==> config.mk <==
export PLATFORM = sky130hd
export DESIGN_NAME = i2c_tick_master
export DESIGN_NICKNAME = d
export VERILOG_FILES = /design/src/rtl/i2cm_pkg.sv /design/src/rtl/i2cm_sync.sv /design/src/rtl/i2cm_shift.sv /design/src/rtl/i2c_tick_master.sv
export SDC_FILE = /design/constraint.sdc
export NUM_CORES = 1
export LEC_CHECK = 0
export ABC_AREA = 1
export CORE_MARGIN = 1.5
export CORE_UTILIZATION = 52
export DETAILED_ROUTE_END_ITERATION = 6
export GPL_ROUTABILITY_DRIVEN = 0
export GPL_TIMING_DRIVEN = 0
export PLACE_DENSITY = 0.85
export REMOVE_ABC_BUFFERS = 1
export SLEW_MARGIN = 0
export SYNTH_ARGS = -nofsm -noshare
export SYNTH_HDL_FRONTEND = slang
export SYNTH_HIERARCHICAL = 1
export SYNTH_SLANG_ARGS = --single-unit
==> constraint.sdc <==
create_clock -name clk -period 2.4 [get_ports clk]
set_input_delay 0.48 -clock clk [delete_from_list [all_inputs] [get_ports clk]]
set_output_delay 0.48 -clock clk [all_outputs]
set_load 0.05 [all_outputs]
==> src/rtl/i2cm_pkg.sv <==
// Shared constants and types of the tick-paced I2C master.
// Assumes byte-oriented I2C with 7-bit addressing.
package i2cm_pkg;
    localparam int BYTE_BITS = 8;
    localparam int ADDR_BITS = 7;

    typedef enum logic [1:0] {
        OP_NONE  = 2'b00,
        OP_WRITE = 2'b01,
        OP_READ  = 2'b10,
        OP_WRRD  = 2'b11
    } op_e;

    typedef enum logic [3:0] {
        S_IDLE, S_ST0, S_ST1, S_ST2,
        S_WREQ, S_WBH, S_WBL, S_AKH, S_AKL,
        S_RBH, S_RBL, S_MAH, S_MAL,
        S_SP0, S_SP1
    } phase_e;
endpackage

==> src/rtl/i2cm_sync.sv <==
// Multi-flop synchroniser for an asynchronous line level.
// Assumes STAGES >= 2; resets to RST_VAL (released line reads high).
module i2cm_sync #(
    parameter int   STAGES  = 2,
    parameter logic RST_VAL = 1'b1
) (
    input  logic clk,
    input  logic rst_n,
    input  logic d,
    output logic q
);
    logic [STAGES-1:0] chain;

    // Shift the raw level through the flop chain.
    always_ff @(posedge clk) begin
        if (!rst_n) chain <= {STAGES{RST_VAL}};
        else        chain <= {chain[STAGES-2:0], d};
    end

    assign q = chain[STAGES-1];
endmodule

==> src/rtl/i2cm_shift.sv <==
// Byte shift register shared by transmit and receive, MSB first.
// Assumes load has priority over shift; sin enters at bit 0.
module i2cm_shift #(
    parameter int W = 8
) (
    input  logic         clk,
    input  logic         rst_n,
    input  logic         load,
    input  logic [W-1:0] load_val,
    input  logic         shift,
    input  logic         sin,
    output logic [W-1:0] q
);
    // Load a new byte or move one bit towards the MSB.
    always_ff @(posedge clk) begin
        if (!rst_n)     q <= '0;
        else if (load)  q <= load_val;
        else if (shift) q <= {q[W-2:0], sin};
    end
endmodule

==> src/rtl/i2c_tick_master.sv <==
// Single-master I2C transaction engine stepped by an external tick
// running at twice the SCL rate. Runs write, read and write-then-read
// commands; aborts on a missing acknowledge. Assumes no clock
// stretching and no other master on the bus. Line outputs are
// pull-low enables; SDA is read back through a synchroniser.
module i2c_tick_master
    import i2cm_pkg::*;
#(
    parameter int LEN_W       = 4,
    parameter int SYNC_STAGES = 2
) (
    input  logic                 clk,
    input  logic                 rst_n,
    input  logic                 tick,
    input  logic                 cmd_valid,
    output logic                 cmd_ready,
    input  logic [1:0]           cmd_op,
    input  logic [ADDR_BITS-1:0] cmd_addr,
    input  logic [LEN_W-1:0]     cmd_wlen,
    input  logic [LEN_W-1:0]     cmd_rlen,
    input  logic                 wr_valid,
    output logic                 wr_ready,
    input  logic [BYTE_BITS-1:0] wr_data,
    output logic                 rd_valid,
    output logic [BYTE_BITS-1:0] rd_data,
    output logic                 busy,
    output logic                 done,
    output logic                 err_nack,
    output logic                 err_inval,
    output logic                 scl_oe,
    output logic                 sda_oe,
    input  logic                 sda_in
);
    localparam int BCW = $clog2(BYTE_BITS);
    localparam logic [BCW-1:0] LAST_BIT = BCW'(BYTE_BITS - 1);

    phase_e                 st;
    op_e                    op_q;
    op_e                    op_in;
    logic [ADDR_BITS-1:0]   addr_q;
    logic [LEN_W-1:0]       wleft;
    logic [LEN_W-1:0]       rleft;
    logic [BCW-1:0]         bcnt;
    logic                   is_addr;
    logic                   rd_phase;
    logic                   sda_s;
    logic                   bad_req;
    logic                   zero_plain;
    logic                   sh_load;
    logic                   sh_shift;
    logic [BYTE_BITS-1:0]   sh_val;
    logic [BYTE_BITS-1:0]   sh_q;

    i2cm_sync #(.STAGES(SYNC_STAGES), .RST_VAL(1'b1)) u_sync (
        .clk(clk), .rst_n(rst_n), .d(sda_in), .q(sda_s)
    );

    i2cm_shift #(.W(BYTE_BITS)) u_shift (
        .clk(clk), .rst_n(rst_n), .load(sh_load), .load_val(sh_val),
        .shift(sh_shift), .sin(sda_s), .q(sh_q)
    );

    // Classify an offered command.
    always_comb begin
        op_in      = op_e'(cmd_op);
        bad_req    = (op_in == OP_NONE) ||
                     (op_in == OP_WRRD && (cmd_wlen == '0 || cmd_rlen == '0));
        zero_plain = (op_in == OP_WRITE && cmd_wlen == '0) ||
                     (op_in == OP_READ  && cmd_rlen == '0);
    end

    // Shifter control: load address or write byte, shift on bit steps.
    always_comb begin
        sh_load  = (st == S_ST2 && tick) || (st == S_WREQ && wr_valid);
        sh_val   = (st == S_ST2) ? {addr_q, rd_phase} : wr_data;
        sh_shift = tick && ((st == S_WBL && bcnt != LAST_BIT) || st == S_RBH);
    end

    // Handshake and status outputs decoded from the phase.
    always_comb begin
        cmd_ready = (st == S_IDLE);
        busy      = (st != S_IDLE);
        wr_ready  = (st == S_WREQ);
        rd_data   = sh_q;
    end

    // Line enables for each phase (1 pulls the line low).
    always_comb begin
        scl_oe = 1'b0;
        sda_oe = 1'b0;
        case (st)
            S_ST1, S_SP0: sda_oe = 1'b1;
            S_ST2, S_WREQ, S_WBL, S_AKL, S_MAL: begin
                scl_oe = 1'b1;
                sda_oe = 1'b1;
            end
            S_WBH:   sda_oe = !sh_q[BYTE_BITS-1];
            S_RBL:   scl_oe = 1'b1;
            S_MAH:   sda_oe = (rleft != '0);
            default: ;
        endcase
    end

    // Phase sequencer with byte and bit counters and result pulses.
    always_ff @(posedge clk) begin
        if (!rst_n) begin
            st        <= S_IDLE;
            op_q      <= OP_NONE;
            addr_q    <= '0;
            wleft     <= '0;
            rleft     <= '0;
            bcnt      <= '0;
            is_addr   <= 1'b0;
            rd_phase  <= 1'b0;
            done      <= 1'b0;
            err_nack  <= 1'b0;
            err_inval <= 1'b0;
            rd_valid  <= 1'b0;
        end else begin
            done      <= 1'b0;
            err_nack  <= 1'b0;
            err_inval <= 1'b0;
            rd_valid  <= 1'b0;
            case (st)
                S_IDLE: if (cmd_valid) begin
                    op_q     <= op_in;
                    addr_q   <= cmd_addr;
                    wleft    <= cmd_wlen;
                    rleft    <= cmd_rlen;
                    rd_phase <= (op_in == OP_READ);
                    if (bad_req)         err_inval <= 1'b1;
                    else if (zero_plain) done      <= 1'b1;
                    else                 st        <= S_ST0;
                end
                S_ST0: if (tick) st <= S_ST1;
                S_ST1: if (tick) st <= S_ST2;
                S_ST2: if (tick) begin
                    is_addr <= 1'b1;
                    bcnt    <= '0;
                    st      <= S_WBH;
                end
                S_WREQ: if (wr_valid) begin
                    wleft <= wleft - 1'b1;
                    bcnt  <= '0;
                    st    <= S_WBH;
                end
                S_WBH: if (tick) st <= S_WBL;
                S_WBL: if (tick) begin
                    if (bcnt == LAST_BIT) st <= S_AKH;
                    else begin
                        bcnt <= bcnt + 1'b1;
                        st   <= S_WBH;
                    end
                end
                S_AKH: if (tick) begin
                    if (sda_s) begin
                        err_nack <= 1'b1;
                        st       <= S_IDLE;
                    end else st <= S_AKL;
                end
                S_AKL: if (tick) begin
                    if (is_addr) begin
                        is_addr <= 1'b0;
                        bcnt    <= '0;
                        st      <= rd_phase ? S_RBH : S_WREQ;
                    end else if (wleft != '0) st <= S_WREQ;
                    else if (op_q == OP_WRRD) begin
                        rd_phase <= 1'b1;
                        st       <= S_ST0;
                    end else st <= S_SP0;
                end
                S_RBH: if (tick) st <= S_RBL;
                S_RBL: if (tick) begin
                    if (bcnt == LAST_BIT) begin
                        rd_valid <= 1'b1;
                        rleft    <= rleft - 1'b1;
                        st       <= S_MAH;
                    end else begin
                        bcnt <= bcnt + 1'b1;
                        st   <= S_RBH;
                    end
                end
                S_MAH: if (tick) st <= S_MAL;
                S_MAL: if (tick) begin
                    bcnt <= '0;
                    st   <= (rleft != '0) ? S_RBH : S_SP0;
                end
                S_SP0: if (tick) st <= S_SP1;
                S_SP1: if (tick) begin
                    done <= 1'b1;
                    st   <= S_IDLE;
                end
                default: st <= S_IDLE;
            endcase
        end
    end

    // Idle engine leaves both lines released.
    assert_idle_lines_R1: assert property (@(posedge clk) disable iff (!rst_n)
        !busy |-> (!scl_oe && !sda_oe))
        else $error("R1 lines driven while idle");

    // SCL moves only after a tick or a write-data handshake.
    assert_scl_on_tick_R2: assert property (@(posedge clk) disable iff (!rst_n)
        !$stable(scl_oe) |-> ($past(tick) || $past(wr_valid && wr_ready)))
        else $error("R2 SCL changed without a step");

    // SCL is held low while waiting for write data.
    assert_wait_scl_low_R4: assert property (@(posedge clk) disable iff (!rst_n)
        wr_ready |-> (scl_oe && busy))
        else $error("R4 SCL released while fetching data");

    // After a refused byte the lines are free and the engine idle.
    assert_nack_release_R5: assert property (@(posedge clk) disable iff (!rst_n)
        err_nack |-> (!scl_oe && !sda_oe && cmd_ready))
        else $error("R5 lines not released after nack");

    // Read strobe lasts a single cycle.
    assert_rd_pulse_R6: assert property (@(posedge clk) disable iff (!rst_n)
        rd_valid |=> !rd_valid)
        else $error("R6 read strobe longer than one cycle");

    // Rejected requests come straight from acceptance.
    assert_inval_direct_R9: assert property (@(posedge clk) disable iff (!rst_n)
        err_inval |-> $past(cmd_valid && cmd_ready))
        else $error("R9 reject not tied to acceptance");

    // At most one result pulse, and none while still busy.
    assert_one_result_R10: assert property (@(posedge clk) disable iff (!rst_n)
        $countones({done, err_nack, err_inval}) <= 1 &&
        ((done || err_nack || err_inval) -> !busy))
        else $error("R10 result pulses overlap");

    // Ready and busy are exclusive.
    assert_ready_busy_R10: assert property (@(posedge clk) disable iff (!rst_n)
        cmd_ready != busy)
        else $error("R10 ready and busy disagree");
endmodule

* Word-level counts from Yosys, hierarchy flattened
Index checks and enable logic that the tools add are counted.
** Word-level totals
- Flip-flop bits (word level) :: 40
- Bits of input ports :: 31
- Output and inout port bits :: 17
** Operators by class
- $add $sub $neg :: 3
- Eq/ne operators :: 45
- Mux-type cells :: 62
- Reduce and logical (&&, ||, !) cells :: 40
** Operators with widths (number)
- 2-to-1 mux 4 bit :: 27
- one-hot mux 4 bit (15 select lines) :: 1
- != test 2 bit, second input constant :: 23
- == test 4 bit, second input constant :: 7
- 2-to-1 mux 8 bit :: 3
- 2-to-1 mux 3 bit :: 7
- AND reduction 17 bit :: 1
- == test 4 x 3 -> 1 bit, second input constant :: 4
- one-hot mux 4 bit (2 select lines) :: 2
- nonzero test 4 bit :: 4
- 2-to-1 mux 1 bit :: 15
- AND reduction 3 bit :: 5
- zero test 4 bit :: 3
- one-hot mux 3 bit (4 select lines) :: 1
- nonzero test 2 bit :: 5
- == test 4 x 2 -> 1 bit, second input constant :: 2
- subtractor 4 x 1 -> 4 bit, second input constant :: 2
- logical AND 1 bit :: 7
- AND reduction 7 bit :: 1
- OR reduction 7 bit :: 1
- == test 2 bit, second input constant :: 3
- one-hot mux 1 bit (2 select lines) :: 3
- AND reduction 6 bit :: 1
- OR reduction 6 bit :: 1
- other kinds (14) :: 21

* Logic depth before layout (Yosys ltp)
- Depth after elaboration :: 7
- Mapped depth :: 12

* Hierarchy
The synthesis kept the hierarchy.
** Modules (own cells, without submodules)
- i2c_tick_master :: times used 1, cells each 317, area each 1960.6 um^2, sequential area each 600.6 um^2
- i2cm_shift :: times used 1, cells each 63, area each 411.6 um^2, sequential area each 160.2 um^2
- i2cm_sync :: times used 1, cells each 6, area each 55.1 um^2, sequential area each 40.0 um^2

* Worst setup path before layout
No wires, ideal clock.
- Kind :: register to output
- From :: register st[2]
- To :: output port sda_oe
- Arrival time :: 1559 ps
- Data required time :: 1920 ps
- Setup slack :: 361 ps
- Cell stages (with the launch flop) :: 5
- Cells stage by stage :: dfxtp_1 > inv_1 > nor2_4 > nand3_1 > o2111ai_1
** Between the ends
- Longest elaborated chain between the ends :: 3
- Elaborated cells on any way between the ends :: 11
- Those cells by class :: eq/ne (9); mux (1); reduce/logical (1)
** RTL lines
- start, declared :: line i2c_tick_master.sv:37 : phase_e st;
- start signal, assigned :: line i2c_tick_master.sv:165 : st <= rd_phase ? S_RBH : S_WREQ;
- start signal, assigned :: line i2c_tick_master.sv:186 : st <= (rleft != '0) ? S_RBH : S_SP0;
- == test 4 x 3 -> 1 bit, or another cell as far along :: line i2c_tick_master.sv:91 : case (st)
- OR reduction 7 bit (no source line)
- one-hot mux 1 bit (3 select lines) * :: line i2c_tick_master.sv:91
- end, declared :: line i2c_tick_master.sv:31 : output logic sda_oe,
Mark *: on every way between the ends. The rest lies on a longest branch, timed or not.

* Worst setup path in the final report
Same ends and word-level chain as after synthesis.

==> results.md <==
* Outcome: completed
* Seq/Total Area, Yosys at 0.330
* Cell Pwr Density at 1180 nW/um^2
* Fin cells at just under 500
* ANT nets after route at 0
* Crit path DAT at ~1800 ps
* Max-slew violation count at 0
* Final setup viols at 0
* Initial core utilization at 0.550
* Post-placement cell count at roughly 480
* Chip width at 71.3 um
* Number of antenna violations at the first check in global routing at 0
* Slew @ Worst Pin at ~1000 ps
* Clk root buf: clkbuf_8
* Synth area leaders: dfxtp_1, nand2_1, o21ai_0
* Layout cells sized above 1 at 0.113
* Fin crit period at between 2000 and 2500 ps
* First-pass DRT Iterations at 5
* Top cell type's share of synthesized area at 0.330
* Clock tree buffer depth at 2
* Total grt overflow at 0
* Setup crit start kind: register
* Postcts setup bufs at 0
* Yosys cell types at 33
* Dpl hpwl at 4.29 mm
* Worst hold path depth at 2
* Diode count at 0
* RSZ-0062 raised after global routing: no
* Routed wire length at 5.67 mm
* Synth Area in Adders at 0.0309
* Cell type with the largest total area after synthesis: dfxtp_1
* Crit path required time at around 1900 ps
* Max rail drop VDD at 543 uV
* Clk_lat worst skew at ~300 ps
* Rel. slew slack at 0.344
* Global-route wire length before repair at 9.94 mm
* Chip height at 71.3 um
* Worst-path clk slew at approximately 80 ps
* Die area at ~5100 um^2
* Post-synthesis xor/xnor area fraction at 0.00361
* Leakage power at 1.45 nW
* Core Area at 4410 um^2
* Post-Synth Simple-Gate Area at 0.400
* Row cnt at 24
* Max-cap violations at 0
* Sink Count at 40
* Post-synth EDFFs at 0
* Vias/cell at approximately 5.2
* Post-layout nets at 470
* R2R Path Start: st[1]
* Routed len/inst at 11.7 um
* Compound-cell area share of the yosys netlist at 0.138
* Hold Startpoint: u_sync/chain[0]
* TNS Setup at 0 ps
* Syn-to-layout area delta at 25.1%
* Total GRT Usage at 0.241
* DR iter-0 viols at 215
* Final Power at around 3.6 mW
* Hold slack at 419 ps
* Largest net degree at the start of global routing at 31
* Crit path from: st[2]
* Syn Area/Cell at 6.29 um^2
* Total number of vias at 2538
* Post-route clock period utilization at 0.928
* Final Hold Fails at 0
* Mux contribution to synthesized area at 0
* Synth warn at 6
* Fmax at 0.449 GHz
* Most common flop cell mapped by yosys: dfxtp_1
* Dominant cell by count in the synthesized netlist: nand2_1
* Crit Path Class: register to output port
* Synth top cells by count: nand2_1, nor2_1, inv_1, dfxtp_1, o21ai_0
* Hold Crit Class: register to register
* Largest family of logic cells by synthesized area: simple AND/OR/NAND/NOR gates
* Htree depth at 2
* CTS tree: built
* DRC violations left at 0
* Reg2reg path depth at 11
* Async set-reset flop share out of synthesis at 0
* Flops & latches, synth at 40
* Vias in the first global route at 2290
* Max Clock Skew at 7.72 ps
* CTS Hold Buffers Added at 0
* Critical Path End Type: output port
* Port Buffers at 47
* TritonCTS Buffers at 5
* Syn Inst Count at 386
* Max FO, Critical Path at 8
* Io pins at 48
* Netlist Area Pre-Place at 2430 um^2
-- worst max-delay path, stage by stage, from the launching register on --
cell       delay [ps]
dfxtp_1           430
inv_1             140
nor2_4            170
nand2_2           140
nand2_1           130
nor2_2             70
o2111ai_1         100
clkbuf_4          270
-- sequential cells by signal, summed over array words and instances, names as in the netlist --
signal        count
rd_phase          1
op_q              2
err_nack          1
is_addr           1
wleft             4
rleft             4
addr_q            7
u_shift/q         8
rd_valid          1
st                4
bcnt              3
done              1
err_inval         1
u_sync/chain      2
-- cell usage in the layout (no fill, tap or decap), types with 2 or more instances in the layout --
| cell type | n |
|---|---|
| nor2_4 | 5 |
| nand3_1 | 34 |
| o21ai_0 | 34 |
| inv_1 | 43 |
| nand2_1 | 109 |
| nand2_2 | 9 |
| ha_1 | 6 |
| inv_2 | 8 |
| nand2_4 | 2 |
| o21ai_1 | 2 |
| nor2_2 | 6 |
| nor2_1 | 44 |
| clkbuf_8 | 5 |
| nor3_1 | 4 |
| a21oi_1 | 19 |
| dfxtp_1 | 37 |
| dlygate4sd2_1 | 2 |
| clkdlybuf4s50_1 | 42 |
| o21ai_2 | 2 |
| dfxtp_2 | 3 |
-- logic make-up (layout without fill, tap and decap cells) --
| group | Yosys count | count (layout) |
|---|---|---|
| XOR/XNOR | 1 | 1 |
| flip-flops | 40 | 40 |
| adder cells (fa/ha/maj) | 6 | 6 |
| AO/OA/AOI/OAI | 63 | 63 |
| buffers and inverters | 59 | 107 |
| AND/OR/NAND/NOR | 217 | 217 |
-- cell type report --
class                   count  area [um^2]
clock inverters             3         42.5
flip-flops and latches     40          805
well taps                  52         65.1
multi-input cells         287         1400
repair buffers             47          455
inverters                  52          195
clock buffers               5         68.8
fillers                   403         1380
-- stage by stage --
step	setup slack (ps)	cell area, um^2	util
floorplan	94.6	2390	-
global placement	-745	2920	0.662
detailed placement	-781	2920	0.662
CTS	46.7	3040	0.688
global route	3.01	3040	0.688
finish	172	3040	0.688
-- final timing paths --
path | end | slack [ps]
hold reg to reg | u_sync/chain[1] | 420
hold / removal | u_sync/chain[1] | 420
setup / recovery | sda_oe | 170
setup reg to reg | u_shift/q[3] | 400
-- where the power goes --
part	switching, mW	total, mW	internal (mW)	leakage (nW)
sequential	0.150	1.01	0.863	0.329
clock	0.242	0.550	0.308	0.0541
combinational	1.38	2.02	0.645	1.06
-- repair_timing --
item / CTS / global route
endpoints found under the setup margin: 13 / 11
hold endpoints to repair: 0 / 0
gates resized for setup: 15 / 9
pin swaps: 1 / 0
-- routing by layer --
metal / up-vias / wire length (um) / global-route usage
met1: 1116 / 2640 / 0.319
met5: - / 0 / 0
met4: 0 / 116 / 0.0755
met3: 13 / 353 / 0.0520
li1: 1325 / - / -
met2: 84 / 2560 / 0.395
(Power assumes the default switching activity.)
